File: src/rtl/kscan_pkg.sv
package kscan_pkg;
  localparam logic [1:0] MODE_LOCKOUT  = 2'b00;
  localparam logic [1:0] MODE_ROLLOVER = 2'b01;

  typedef enum logic [1:0] {
    KS_OPEN = 2'd0,
    KS_SEEN = 2'd1,
    KS_HOLD = 2'd2,
    KS_DONE = 2'd3
  } kstate_e;
endpackage

File: src/rtl/kscan_timer.sv
module kscan_timer #(
  parameter int ROWS = 8,
  parameter int COLS = 8,
  parameter int DIV  = 2,
  localparam int ROW_W = $clog2(ROWS),
  localparam int COL_W = $clog2(COLS),
  localparam int DIV_W = (DIV > 1) ? $clog2(DIV) : 1
) (
  input  logic             clk_i,
  input  logic             rst_ni,
  output logic             tick_o,
  output logic [ROW_W-1:0] row_o,
  output logic [COL_W-1:0] col_o
);
  logic [DIV_W-1:0] div_q;

  assign tick_o = (div_q == DIV_W'(DIV - 1));

  always_ff @(posedge clk_i or negedge rst_ni) begin
    if (!rst_ni) begin
      div_q <= '0;
      row_o <= '0;
      col_o <= '0;
    end else if (tick_o) begin
      div_q <= '0;
      if (col_o == COL_W'(COLS - 1)) begin
        col_o <= '0;
        row_o <= (row_o == ROW_W'(ROWS - 1)) ? '0 : row_o + 1'b1;
      end else begin
        col_o <= col_o + 1'b1;
      end
    end else begin
      div_q <= div_q + 1'b1;
    end
  end

  // row only moves on a step boundary
  p_row_hold_r2: assert property (@(posedge clk_i) disable iff (!rst_ni)
    !tick_o |=> $stable(row_o));
endmodule

File: src/rtl/kscan_debounce.sv
module kscan_debounce
  import kscan_pkg::*;
#(
  parameter int ROWS = 8,
  parameter int COLS = 8,
  localparam int ROW_W = $clog2(ROWS),
  localparam int COL_W = $clog2(COLS),
  localparam int NKEYS = ROWS * COLS,
  localparam int KEY_W = $clog2(NKEYS)
) (
  input  logic             clk_i,
  input  logic             rst_ni,
  input  logic             en_i,
  input  logic             tick_i,
  input  logic [ROW_W-1:0] row_i,
  input  logic [COL_W-1:0] col_i,
  input  logic [COLS-1:0]  ret_ni,
  input  logic             lockout_i,
  input  logic             err_mode_i,
  output logic             push_o,
  output logic             sim_o
);
  kstate_e           st_q [NKEYS];
  kstate_e           st_nxt;
  logic [NKEYS-1:0]  busy;
  logic [KEY_W-1:0]  idx;
  logic              closed, other_busy, push_c, sim_c;

  assign idx    = KEY_W'(row_i) * KEY_W'(COLS) + KEY_W'(col_i);
  assign closed = ~ret_ni[col_i];

  always_comb begin
    for (int k = 0; k < NKEYS; k++)
      busy[k] = (st_q[k] == KS_SEEN) || (st_q[k] == KS_HOLD);
  end

  assign other_busy = |(busy & ~(NKEYS'(1) << idx));

  always_comb begin
    st_nxt = st_q[idx];
    push_c = 1'b0;
    sim_c  = 1'b0;
    if (!closed) begin
      st_nxt = KS_OPEN;
    end else begin
      case (st_q[idx])
        KS_OPEN: st_nxt = KS_SEEN;
        KS_SEEN: st_nxt = KS_HOLD;
        KS_HOLD: begin
          // lockout: wait until no other key is debouncing
          if (!(lockout_i && other_busy)) begin
            st_nxt = KS_DONE;
            push_c = 1'b1;
            sim_c  = err_mode_i && other_busy;
          end
        end
        default: st_nxt = KS_DONE;
      endcase
    end
  end

  assign push_o = en_i && tick_i && push_c;
  assign sim_o  = en_i && tick_i && sim_c;

  always_ff @(posedge clk_i or negedge rst_ni) begin
    if (!rst_ni) begin
      for (int k = 0; k < NKEYS; k++) st_q[k] <= KS_OPEN;
    end else if (!en_i) begin
      for (int k = 0; k < NKEYS; k++) st_q[k] <= KS_OPEN;
    end else if (tick_i) begin
      st_q[idx] <= st_nxt;
    end
  end

  // an accepted key was closed on the previous visit as well
  p_push_debounced_r2: assert property (@(posedge clk_i) disable iff (!rst_ni)
    push_o |-> (st_q[idx] == KS_HOLD));
endmodule

File: src/rtl/kscan_fifo.sv
module kscan_fifo #(
  parameter int DEPTH = 8,
  parameter int W     = 8,
  localparam int PTR_W = $clog2(DEPTH),
  localparam int CNT_W = $clog2(DEPTH + 1)
) (
  input  logic             clk_i,
  input  logic             rst_ni,
  input  logic             wr_i,
  input  logic             sim_i,
  input  logic [W-1:0]     wr_data_i,
  input  logic             rd_i,
  input  logic             clr_i,
  output logic [W-1:0]     rd_data_o,
  output logic [CNT_W-1:0] count_o,
  output logic             underrun_o,
  output logic             overrun_o,
  output logic             sim_err_o,
  output logic             irq_o
);
  logic [W-1:0]     mem_q [DEPTH];
  logic [PTR_W-1:0] wp_q, rp_q;
  logic [CNT_W-1:0] cnt_q, cnt_d;
  logic             und_q, ovr_q, sim_q, irq_q;
  logic             empty, full, blocked, do_wr, do_rd;

  function automatic logic [PTR_W-1:0] ptr_inc(input logic [PTR_W-1:0] p);
    return (p == PTR_W'(DEPTH - 1)) ? '0 : p + 1'b1;
  endfunction

  assign empty   = (cnt_q == '0);
  assign full    = (cnt_q == CNT_W'(DEPTH));
  assign blocked = sim_q || sim_i;
  assign do_wr   = wr_i && !blocked && !full && !clr_i;
  assign do_rd   = rd_i && !empty && !clr_i;
  assign cnt_d   = cnt_q + CNT_W'(do_wr) - CNT_W'(do_rd);

  always_ff @(posedge clk_i or negedge rst_ni) begin
    if (!rst_ni) begin
      wp_q  <= '0;
      rp_q  <= '0;
      cnt_q <= '0;
      und_q <= 1'b0;
      ovr_q <= 1'b0;
      sim_q <= 1'b0;
      irq_q <= 1'b0;
    end else if (clr_i) begin
      wp_q  <= '0;
      rp_q  <= '0;
      cnt_q <= '0;
      und_q <= 1'b0;
      ovr_q <= 1'b0;
      sim_q <= 1'b0;
      irq_q <= 1'b0;
    end else begin
      if (do_wr) wp_q <= ptr_inc(wp_q);
      if (do_rd) rp_q <= ptr_inc(rp_q);
      cnt_q <= cnt_d;
      if (rd_i && empty)               und_q <= 1'b1;
      if (wr_i && !blocked && full)    ovr_q <= 1'b1;
      if (wr_i && sim_i)               sim_q <= 1'b1;
      // interrupt drops for one cycle on every read
      irq_q <= (cnt_d != '0) && !rd_i;
    end
  end

  always_ff @(posedge clk_i) begin
    if (do_wr) mem_q[wp_q] <= wr_data_i;
  end

  assign rd_data_o  = mem_q[rp_q];
  assign count_o    = cnt_q;
  assign underrun_o = und_q;
  assign overrun_o  = ovr_q;
  assign sim_err_o  = sim_q;
  assign irq_o      = irq_q;

  p_cnt_bound_r6: assert property (@(posedge clk_i) disable iff (!rst_ni)
    cnt_q <= CNT_W'(DEPTH));
  p_full_drop_r6: assert property (@(posedge clk_i) disable iff (!rst_ni)
    (wr_i && full && !blocked && !clr_i) |=> (ovr_q && cnt_q <= $past(cnt_q)));
  p_irq_drop_r7: assert property (@(posedge clk_i) disable iff (!rst_ni)
    rd_i |=> !irq_o);
  p_irq_empty_r7: assert property (@(posedge clk_i) disable iff (!rst_ni)
    empty |-> !irq_o);
  p_sim_blocks_r8: assert property (@(posedge clk_i) disable iff (!rst_ni)
    (sim_q && !clr_i) |=> (cnt_q <= $past(cnt_q)));
  p_clear_r10: assert property (@(posedge clk_i) disable iff (!rst_ni)
    clr_i |=> (cnt_q == '0 && !irq_o && !sim_q && !ovr_q));
  p_underrun_r11: assert property (@(posedge clk_i) disable iff (!rst_ni)
    (rd_i && empty && !clr_i) |=> (und_q && cnt_q == '0));
endmodule

File: src/rtl/key_scan_ctrl.sv
module key_scan_ctrl
  import kscan_pkg::*;
#(
  parameter int ROWS  = 8,
  parameter int COLS  = 8,
  parameter int DEPTH = 8,
  parameter int DIV   = 2,
  localparam int ROW_W  = $clog2(ROWS),
  localparam int COL_W  = $clog2(COLS),
  localparam int DATA_W = 2 + ROW_W + COL_W,
  localparam int CNT_W  = $clog2(DEPTH + 1)
) (
  input  logic              clk_i,
  input  logic              rst_ni,
  input  logic [1:0]        mode_i,
  input  logic              err_mode_i,
  input  logic [COLS-1:0]   ret_ni,
  input  logic              shift_ni,
  input  logic              ctrl_stb_ni,
  output logic [ROW_W-1:0]  scan_row_o,
  input  logic              rd_i,
  input  logic              clr_i,
  output logic [DATA_W-1:0] rd_data_o,
  output logic [7:0]        status_o,
  output logic              irq_o
);
  logic              tick, kb_push, kb_sim, stb_q, stb_fall, strobed;
  logic              wr, wr_sim, und, ovr, sim_err, full;
  logic [ROW_W-1:0]  row;
  logic [COL_W-1:0]  col;
  logic [DATA_W-1:0] wr_data;
  logic [CNT_W-1:0]  cnt;

  assign strobed = mode_i[1];

  kscan_timer #(.ROWS(ROWS), .COLS(COLS), .DIV(DIV)) u_timer (
    .clk_i  (clk_i),
    .rst_ni (rst_ni),
    .tick_o (tick),
    .row_o  (row),
    .col_o  (col)
  );

  kscan_debounce #(.ROWS(ROWS), .COLS(COLS)) u_debounce (
    .clk_i      (clk_i),
    .rst_ni     (rst_ni),
    .en_i       (!strobed),
    .tick_i     (tick),
    .row_i      (row),
    .col_i      (col),
    .ret_ni     (ret_ni),
    .lockout_i  (mode_i == MODE_LOCKOUT),
    .err_mode_i (err_mode_i && (mode_i == MODE_ROLLOVER)),
    .push_o     (kb_push),
    .sim_o      (kb_sim)
  );

  always_ff @(posedge clk_i or negedge rst_ni) begin
    if (!rst_ni) stb_q <= 1'b1;
    else         stb_q <= ctrl_stb_ni;
  end

  assign stb_fall = stb_q && !ctrl_stb_ni;
  assign wr       = strobed ? stb_fall : kb_push;
  assign wr_sim   = !strobed && kb_sim;
  assign wr_data  = strobed ? DATA_W'(ret_ni) : {~ctrl_stb_ni, ~shift_ni, row, col};

  kscan_fifo #(.DEPTH(DEPTH), .W(DATA_W)) u_fifo (
    .clk_i      (clk_i),
    .rst_ni     (rst_ni),
    .wr_i       (wr),
    .sim_i      (wr_sim),
    .wr_data_i  (wr_data),
    .rd_i       (rd_i),
    .clr_i      (clr_i),
    .rd_data_o  (rd_data_o),
    .count_o    (cnt),
    .underrun_o (und),
    .overrun_o  (ovr),
    .sim_err_o  (sim_err),
    .irq_o      (irq_o)
  );

  assign full       = (cnt == CNT_W'(DEPTH));
  assign status_o   = {1'b0, sim_err, ovr, und, full, cnt[2:0]};
  assign scan_row_o = row;
endmodule

File: config.mk
export PLATFORM = sky130hd
export DESIGN_NAME = key_scan_ctrl
export DESIGN_NICKNAME = d
export VERILOG_FILES = /design/src/rtl/kscan_pkg.sv /design/src/rtl/kscan_timer.sv /design/src/rtl/kscan_debounce.sv /design/src/rtl/kscan_fifo.sv /design/src/rtl/key_scan_ctrl.sv
export SDC_FILE = /design/constraint.sdc
export NUM_CORES = 1
export LEC_CHECK = 0
export ABC_AREA = 0
export BUFFER_PORTS_ARGS = -buffer_cell sky130_fd_sc_hd__buf_2
export CORE_AREA = 10 10 221 223
export CTS_BUF_LIST = sky130_fd_sc_hd__clkbuf_8
export DETAILED_ROUTE_END_ITERATION = 16
export DIE_AREA = 0 0 231 233
export GPL_TIMING_DRIVEN = 0
export SYNTH_ARGS = -nofsm -noshare
export SYNTH_HDL_FRONTEND = slang
export SYNTH_SLANG_ARGS = --single-unit
File: constraint.sdc
create_clock -name clk_i -period 10.24 [get_ports clk_i]
set_input_delay 0.512 -clock clk_i [delete_from_list [all_inputs] [get_ports clk_i]]
set_output_delay 0.512 -clock clk_i [all_outputs]
set_load 0.005 [all_outputs]
==> impl_metrics.py, run 1 <==
metrics = {
    "cells_and_area": {
        "fillers": 4605,
        "syn2layout_area_growth_pct": 14.7,
        "fin_area_um2": 13600,
        "final_nets": 1243,
        "fin_util_pct": 30.7,
        "drive_above_1_share_pct": 16.4,
    },
    "drt": {
        "drc_errors": 0,
        "postRouteWirelength_um": 45100,
        "drtPass1Iterations": 5,
        "dr_total_vias": 9800,
        "viasPerCell": 5.36,
        "dr.first_iter.drc_count": 1241,
        "ant_nets": 0,
        "wire_per_inst_um": 24.6,
    },
    "sta": {
        "period_minus_slack_ps": 5350,
        "clock_skew_ps": 22.7,
        "rsz0062_at_grt": "no",
        "finalCritPeriodShare_pct": 52.3,
        "drv_slew": 0,
        "clock.fmax_ghz": 0.187,
        "hold_viol_final": 0,
        "worst_pin_slew_ps": 975,
        "slew_headroom_pct": 34.3,
        "finalSetupTns_ps": 0,
        "setup_violations": 0,
        "whs_ps": 89.8,
    },
    "die": {
        "dieArea_um2": 53800,
        "io_pins": 37,
        "die_x_um": 231,
        "dieHeight_um": 233,
        "design.core.area_um2": 44100,
        "start_util_pct": 26.8,
        "rows": 77,
    },
    "clock_tree": {
        "clock-sinks": 214,
        "clock_latency_ps": 570,
        "cts_inserted_buffers": 37,
        "cts_tree": "yes",
        "postCtsSetupRepairBufs": 0,
        "cts_root_buf": "clkbuf_8",
        "clockBufferDepth": 3,
        "clk_pin_slew_ps": 70,
        "cts_max_level": 2,
    },
    "run": {
        "maxCapViolations": 0,
    },
    "synth": {
        "synthFlopType": "dfrtp_1",
        "syn_area_per_cell_um2": 10.5,
        "yosys_warnings": 0,
        "seq_area_frac_synth_pct": 48.0,
        "synth_enable_flop_cells": 64,
        "synth_nets": 1164,
        "synth_cell_types": 80,
        "synthCells": 1128,
        "syn_area_um2": 11800,
        "synthArstFlopShare_pct": 70.1,
        "synth_seq_cells": 214,
    },
    "worst_setup_path": {
        "crit_path_start": "u_timer.col_o[2]",
        "critPathMaxStageDelay_ps": 710,
        "reg2reg_from": "u_timer.col_o[2]",
        "cp_top_family": "compound AO/OA/AOI/OAI gates",
        "path_cells": "buf_4 > buf_2 > clkbuf_1 > mux2i_1 > o22ai_1 > a221oi_1 > o221ai_1 > nor4_2 > o32ai_1 > a22oi_2 > nor3_4 > ha_1 > fa_1 > nor2_1 > a311oi_1",
        "start_kind": "flop",
        "path_buf_inv": 3,
        "crit_fanout": 10,
        "required_ps": 10710,
        "crit_type": "reg -> reg",
        "critPathCaptureType": "flop",
        "arrival_ps": 5820,
        "cp_slowest_cell": "clkbuf_1",
    },
    "global_routing": {
        "grt_pass1_vias": 9726,
        "grt_max_degree": 77,
        "grt_overflow": 0,
        "grt_pass1_wl_um": 66200,
        "grt_use_total_pct": 16.4,
        "antenna_found_initial": 1,
    },
    "power": {
        "power_mw": 1.87,
        "p_leak_nw": 5.34,
        "power_density_nw_per_um2": 138,
        "ir_drop_mv": 0.0865,
    },
    "place": {
        "dp_hpwl_um": 33000,
        "place_area_um2": 12800,
        "gp_congestion": 1.01,
        "port_buffers": 34,
    },
    "min_path": {
        "hp-class": "in -> reg",
        "holdCritStartpoint": "ctrl_stb_ni",
    },
    "run_status": {
        "status": "complete, no violations",
    },
}
==> Yosys cell counts (18+ instances only) <==
master    instances  area [um2]
dfrtp_1         149        3730
nand2_1         124         465
o21ai_0         111         556
nand3_1          85         425
mux2i_1          76         761
edfxtp_1         64        1920
nor2_1           58         218
xor2_1           42         368
clkbuf_1         41         154
buf_2            27         135
a21oi_1          26         130
a22oi_1          26         195
xnor2_1          24         210
mux4_2           22         495
nor3_1           20         100
ha_1             18         225
mux2_2           18         203
==> per-stage QoR <==
step,std cells,setup slack [ps]
after CTS,1827,4870
final,1830,4890
after detailed placement,1758,4890
after global routing,1828,4620
after floorplan,1128,5990
after global placement,1754,4210
==> routing by layer <==
metal	wire, um	GRT usage (%)	vias to the layer above
met5	0	0	-
met3	3530	2.97	101
met1	19300	21.8	4988
met4	2110	7.42	0
met2	20100	25.7	442
li1	-	-	4269
==> path summary, 6_finish.rpt <==
path	slack [ps]	depth (start not counted)	end
setup / recovery	4890	15	u_fifo.irq_o
hold / removal	90	1	stb_q
setup reg to reg	4890	15	u_fifo.irq_o
hold reg to reg	510	2	u_fifo.underrun_o
max in group asynchronous	8820	3	stb_q
min in group asynchronous	560	2	u_debounce.st_q[122]
==> cell families (layout without fill, tap and decap cells) <==
group                      count (synthesis)  count (layout)  synth area share (%)
AOI/OAI and AO/OA                        221             221                  11.7
muxes                                    117             117                  12.5
and+or+nand+nor                          384             384                  16.7
xor gates and xnor gates                  66              66                  4.89
other                                      1               3                0.0317
buffers and inverters                    106             214                  4.16
adders and majority gates                 19              19                  2.07
DFF                                      214             214                  48.0
==> registers in the layout (all words and copies together), names as in the netlist, 3 cells and up <==
name             cells
u_timer.row_o        3
u_fifo.count_o       4
u_fifo.rp_q          3
u_debounce.st_q    128
u_fifo.mem_q        64
u_timer.col_o        3
u_fifo.wp_q          3
==> cells in the final DEF (no fill, tap or decap), types with 22 or more instances in the layout <==
| master | netlist | routed |
|---|---|---|
| edfxtp_1 | 64 | 64 |
| a22oi_1 | 26 | 26 |
| dfrtp_1 | 149 | 149 |
| mux2i_1 | 76 | 76 |
| nand3_1 | 85 | 85 |
| clkbuf_1 | 41 | 41 |
| xnor2_1 | 24 | 24 |
| buf_2 | 27 | 60 |
| inv_1 | 14 | 26 |
| nand2_1 | 124 | 124 |
| clkbuf_8 | 0 | 43 |
| xor2_1 | 42 | 42 |
| mux4_2 | 22 | 22 |
| a21oi_1 | 26 | 26 |
| o21ai_0 | 111 | 111 |
| nor2_1 | 58 | 58 |
==> what timing repair did <==
action / in CTS / in global routing
hold buffers: 1 / 0
resized for setup: 0 / 0
hold endpoints to repair: 12 / 0
==> worst reg2reg max path, delay by kind of cell (launching register included) <==
kind                     cells  cell delay [ps]
multiplexers                 1              310
flip-flops                   1              390
buffers and inverters        3             1220
AO/OA/AOI/OAI                6             1830
AND/OR/NAND/NOR              3              750
adder cells (fa/ha/maj)      2              750
==> where the power goes <==
part	internal (mW)	switching (mW)
clock	0.390	0.369
combinational	0.0948	0.119
sequential	0.894	0.00740
total	1.38	0.495
==> area by class of cell <==
cell class / count / area [um2] / area share (%)
tap: 592 / 741 / 5.46
inverter: 16 / 60.1 / 0.443
clock buffer: 43 / 592 / 4.36
antenna: 2 / 5.00 / 0.0369
clock inverter: 25 / 131 / 0.969
buffer: 90 / 432 / 3.18
sequential: 214 / 5680 / 41.9
multi-input combinational: 808 / 5670 / 41.8
timing repair buffer: 40 / 255 / 1.88
(Power assumes the default switching activity.)
==> inputs of run 2 (changes only) <==
==> constraint.sdc (replaced) <==
create_clock -name clk_i -period 5.5 [get_ports clk_i]
set_input_delay 0.275 -clock clk_i [delete_from_list [all_inputs] [get_ports clk_i]]
set_output_delay 0.275 -clock clk_i [all_outputs]
set_load 0.005 [all_outputs]
==> run 2 against run 1 <==
Net effect:
- worst setup slack got worse by 4600 ps
- critical path type unchanged
- clock power increased by 86%
- die area unchanged
- flip-flop and latch count unchanged
- via count barely moved
- maximum frequency rose by 2.4%
- global-route usage unchanged
==> impl_metrics.py, run 2 (same netlist as run 1, synthesis figures left out) <==
metrics = {
    "drt": {
        "drtPass1Iterations": 5,
        "dr.first_iter.drc_count": 1165,
        "ant_nets": 0,
        "wire_per_inst_um": 24.6,
        "drc_errors": 0,
        "dr_total_vias": 9797,
        "viasPerCell": 5.35,
        "postRouteWirelength_um": 45000,
    },
    "die": {
        "start_util_pct": 26.8,
        "dieArea_um2": 53800,
        "die_x_um": 231,
        "dieHeight_um": 233,
        "io_pins": 37,
        "design.core.area_um2": 44100,
        "rows": 77,
    },
    "place": {
        "place_area_um2": 12800,
        "dp_hpwl_um": 33000,
        "placed_cells": 1758,
        "gp_congestion": 1.01,
        "port_buffers": 34,
    },
    "cells_and_area": {
        "regMostFlops": "u_debounce.st_q",
        "final_common_cell": "dfrtp_1",
        "final_cell_mix": "149 x dfrtp_1, 124 x nand2_1, 111 x o21ai_0",
        "final_nets": 1245,
        "fin_cells": 1831,
        "syn2layout_area_growth_pct": 15.0,
        "drive_above_1_share_pct": 16.6,
        "fin_area_um2": 13600,
        "largest_reg_flops": 128,
    },
    "global_routing": {
        "grt_use_total_pct": 16.4,
        "grt_overflow": 0,
        "grt_pass1_wl_um": 66300,
        "antenna_found_initial": 1,
        "grt_max_degree": 77,
        "grt_pass1_vias": 9730,
    },
    "worst_setup_path": {
        "required_ps": 5930,
        "cp_top_family": "simple AND/OR/NAND/NOR gates",
        "crit_fanout": 10,
        "path_cells": "buf_4 > inv_1 > buf_2 > buf_2 > ha_2 > nor4bb_1 > o22ai_1 > or4b_1 > nor4_1 > nand4_1 > nor2_1 > o31ai_4 > nor3_4 > ha_1 > fa_1 > nor2_1 > a311oi_1",
        "path_buf_inv": 4,
        "start_kind": "flop",
        "arrival_ps": 5650,
        "critPathMaxStageDelay_ps": 560,
        "crit_type": "reg -> reg",
        "critPathCaptureType": "flop",
        "cp_slowest_cell": "or4b_1",
    },
    "clock_tree": {
        "cts_root_buf": "clkbuf_8",
        "clock-sinks": 214,
        "cts_tree": "yes",
        "cts_max_level": 2,
        "cts_inserted_buffers": 37,
        "clock_latency_ps": 570,
        "clockBufferDepth": 3,
        "clk_pin_slew_ps": 60,
    },
    "run": {
        "maxCapViolations": 0,
    },
    "power": {
        "p_leak_nw": 5.35,
        "power_mw": 3.49,
        "ir_drop_mv": 0.161,
        "power_density_nw_per_um2": 257,
    },
    "run_status": {
        "status": "complete, no violations",
    },
    "sta": {
        "slew_headroom_pct": 34.6,
        "worst_pin_slew_ps": 971,
        "finalCritPeriodShare_pct": 95.0,
        "rsz0062_at_grt": "no",
        "clock_skew_ps": 23.8,
        "drv_slew": 0,
        "setup_violations": 0,
        "whs_ps": 114,
        "period_minus_slack_ps": 5230,
        "finalSetupTns_ps": 0,
        "clock.fmax_ghz": 0.191,
        "hold_viol_final": 0,
    },
    "min_path": {
        "hp-class": "in -> reg",
    },
}
-- run 2: power breakdown --
| part | total (mW) | switching (mW) | internal, mW |
|---|---|---|---|
| clock | 1.41 | 0.684 | 0.726 |
| sequential | 1.68 | 0.0147 | 1.66 |
| combinational | 0.400 | 0.222 | 0.178 |
| total | 3.49 | 0.921 | 2.57 |
-- run 2: per-stage QoR --
stage	utilization (%)	setup slack, ps
floorplan	-	1250
global placement	28.9	-529
detailed placement	29.0	154
CTS	30.7	126
global route	30.8	25.7
finish	30.8	273
-- run 2: per-layer routing --
metal  track usage (%)  vias to the layer above  wire [um]
met5                 0                        -          0
met4              7.42                        0       2170
li1                  -                     4269          -
met2              25.7                      452      20100
met1              21.7                     4970      19300
met3              2.98                      106       3430
-- run 2: path summary, 6_finish.rpt --
check,from,end,slack (ps),depth (start not counted)
worst max-delay path,u_timer.col_o[2],u_fifo.irq_o,270,17
worst min-delay path,clr_i,u_fifo.count_o[0],110,2
worst max register to register,u_timer.col_o[2],u_fifo.irq_o,270,17
worst min register to register,u_fifo.underrun_o,u_fifo.underrun_o,510,2
max in group asynchronous,rst_ni,stb_q,4320,3
min in group asynchronous,rst_ni,u_debounce.st_q[122],330,2
-- run 2: worst register-to-register path: stages (launching register included) --
cell and delay (ps):
dfrtp_1 410, buf_4 200, inv_1 100, buf_2 310, buf_2 420, ha_2 430, nor4bb_1 260, o22ai_1 140
or4b_1 560, nor4_1 310, nand4_1 310, nor2_1 370, o31ai_4 130, nor3_4 250, ha_1 260, fa_1 440
nor2_1 120, a311oi_1 90
-- run 2: final cells by class --
class	count	area, um2
fill	4601	30500
multi-input combinational	808	5680
sequential	214	5680
tap	592	741
clock buffer	43	592
buffer	90	433
timing repair buffer	42	275
clock inverter	25	131
inverter	16	60.1
antenna	1	2.50
-- run 2: timing repair --
| item | in CTS | in global routing |
|---|---|---|
| endpoints found under the setup margin | 0 | 6 |
| resized for setup | 0 | 4 |
| hold endpoints to repair | 77 | 0 |
| setup buffers | 0 | 0 |
| hold buffers | 3 | 0 |
==> inputs of run 3 (changes only) <==
--- a/config.mk
+++ b/config.mk
@@ -7,11 +7,12 @@
 export LEC_CHECK = 0
 export ABC_AREA = 0
 export BUFFER_PORTS_ARGS = -buffer_cell sky130_fd_sc_hd__buf_2
-export CORE_AREA = 10 10 221 223
+export CORE_AREA = 10 10 183 185
 export CTS_BUF_LIST = sky130_fd_sc_hd__clkbuf_8
 export DETAILED_ROUTE_END_ITERATION = 16
-export DIE_AREA = 0 0 231 233
+export DIE_AREA = 0 0 193 195
 export GPL_TIMING_DRIVEN = 0
+export PLACE_DENSITY = 0.51
 export SYNTH_ARGS = -nofsm -noshare
 export SYNTH_HDL_FRONTEND = slang
 export SYNTH_SLANG_ARGS = --single-unit
==> run 3 against run 2 <==
Net effect:
- clock power increased by 8%
- cell area is 1.5% lower
- clock skew down 2.9 ps
- worst hold slack better by 4.6 ps
- global-route usage up 6.3 points
- via count decreased by 2.0%
- critical path depth decreased by 2
- power rose by 3.0%
- die area down 30%
- sequential power is essentially flat
- routed wire length is 4.8% lower
- register-to-register slack lost 110 ps
- critical path type unchanged
- largest cell class is now sequential cells
==> impl_metrics.py, run 3 (same netlist as run 1, synthesis figures left out) <==
metrics = {
    "worst_setup_path": {
        "crit_type": "reg -> reg",
        "worstRegToRegCells": 15,
        "crit_fanout": 10,
        "cp_top_family": "simple AND/OR/NAND/NOR gates",
        "path_cells": "buf_4 > inv_1 > buf_2 > buf_2 > ha_1 > nor4bb_1 > o22ai_1 > or4b_1 > nor4_1 > nand4_1 > nor2_1 > o31ai_4 > nor3_4 > nor4bb_2 > buf_4",
        "path_buf_inv": 5,
        "worstSetupPathDepth": 15,
        "cp_slowest_cell": "or4b_1",
        "required_ps": 5770,
        "start_kind": "flop",
        "arrival_ps": 5600,
        "critPathMaxStageDelay_ps": 580,
        "critPathCaptureType": "flop",
    },
    "cells_and_area": {
        "drive_above_1_share_pct": 16.5,
        "fillers": 2901,
        "fin_area_um2": 13400,
        "largest_reg_flops": 128,
        "multi_input_area_um2": 5670,
        "final_common_cell": "dfrtp_1",
        "final_cell_mix": "149 x dfrtp_1, 124 x nand2_1, 111 x o21ai_0",
        "final_nets": 1247,
        "syn2layout_area_growth_pct": 13.2,
        "antennaDiodeCount": 0,
        "fin_util_pct": 44.6,
        "regMostFlops": "u_debounce.st_q",
        "regArea_um2": 5680,
    },
    "place": {
        "gp_congestion": 0.995,
        "pre_cts_ws_ps": 348,
        "dp_hpwl_um": 31400,
        "port_buffers": 34,
        "place_area_um2": 12600,
    },
    "sta": {
        "slew_headroom_pct": 35.5,
        "whs_ps": 119,
        "finalSetupTns_ps": 0,
        "setup_violations": 0,
        "drv_slew": 0,
        "clock.fmax_ghz": 0.188,
        "worst_pin_slew_ps": 967,
        "finalCritPeriodShare_pct": 97.0,
        "clock_skew_ps": 20.9,
        "hold_viol_final": 0,
        "rsz0062_at_grt": "no",
        "setup_ws_ps": 167,
        "period_minus_slack_ps": 5330,
    },
    "clock_tree": {
        "cts_root_buf": "clkbuf_8",
        "clock-sinks": 214,
        "cts_max_level": 2,
        "clk_pin_slew_ps": 60,
        "cts_inserted_buffers": 40,
        "clock_latency_ps": 570,
        "clockBufferDepth": 3,
        "cts_tree": "yes",
        "postCtsSetupRepairBufs": 0,
    },
    "drt": {
        "drtPass1Iterations": 5,
        "dr.first_iter.drc_count": 830,
        "wire_per_inst_um": 26.2,
        "postRouteWirelength_um": 42900,
        "viasPerCell": 5.87,
        "drc_errors": 0,
        "dr_total_vias": 9603,
        "ant_nets": 0,
    },
    "global_routing": {
        "grt_use_total_pct": 22.7,
        "grt_pass1_wl_um": 64100,
        "grt_max_degree": 78,
        "grt_overflow": 0,
        "grt_pass1_vias": 9687,
        "antenna_found_initial": 0,
    },
    "min_path": {
        "hold_depth": 2,
        "hp-class": "in -> reg",
    },
    "die": {
        "design.core.area_um2": 30000,
        "rows": 64,
        "start_util_pct": 39.4,
        "die_x_um": 193,
        "io_pins": 37,
        "dieHeight_um": 195,
        "dieArea_um2": 37600,
    },
    "power": {
        "power_density_nw_per_um2": 268,
        "p_leak_nw": 5.38,
        "ir_drop_mv": 0.171,
    },
    "run": {
        "maxCapViolations": 0,
    },
    "run_status": {
        "status": "complete, no violations",
    },
}
run 3: worst reg2reg max path, stage by stage, from the launching register on:
cell      delay (ps)
dfrtp_1          410
buf_4            200
inv_1            120
buf_2            310
buf_2            340
ha_1             490
nor4bb_1         280
o22ai_1          140
or4b_1           580
nor4_1           310
nand4_1          320
nor2_1           360
o31ai_4          130
nor3_4           270
nor4bb_2         530
buf_4            270
run 3: path summary, 6_finish.rpt:
path | slack, ps | to | from
min | 120 | u_fifo.count_o[1] | clr_i
max | 170 | u_fifo.mem_q[2][2] | u_timer.col_o[2]
max in group asynchronous | 4420 | u_debounce.st_q[104] | rst_ni
min in group asynchronous | 270 | u_fifo.irq_o | rst_ni
max reg2reg | 170 | u_fifo.mem_q[2][2] | u_timer.col_o[2]
min reg2reg | 520 | u_fifo.underrun_o | u_fifo.underrun_o
run 3: layer usage:
layer,vias up,global-route usage (%),wire (um)
met1,4820,30.6,18800
met5,-,0,0
met4,0,10.4,2060
met3,125,3.71,2700
li1,4281,-,-
met2,377,34.9,19300
run 3: layout make-up:
class | instances | area share [%]
Multi-Input combinational cell | 808 | 42.4
Timing Repair Buffer | 41 | 1.97
Sequential cell | 214 | 42.4
Tap cell | 396 | 3.70
Clock inverter | 27 | 1.23
Clock buffer | 45 | 4.63
Buffer | 90 | 3.23
Inverter | 16 | 0.449
run 3: where the power goes:
part	switching [mW]	internal, mW	leakage [nW]	total, mW
Combinational	0.214	0.177	2.28	0.391
Sequential	0.0132	1.67	2.65	1.68
Clock	0.717	0.807	0.448	1.52
run 3: what timing repair did:
item	CTS	global route
hold buffers	3	0
resized for setup	0	0
hold endpoints to repair	74	0
run 3: stage by stage:
| stage | total power, mW | cells |
|---|---|---|
| after floorplan | 1.97 | 1128 |
| after global placement | 2.10 | 1558 |
| after detailed placement | 2.11 | 1562 |
| after CTS | 3.64 | 1637 |
| after global routing | 3.77 | 1637 |
| final | 3.59 | 1637 |
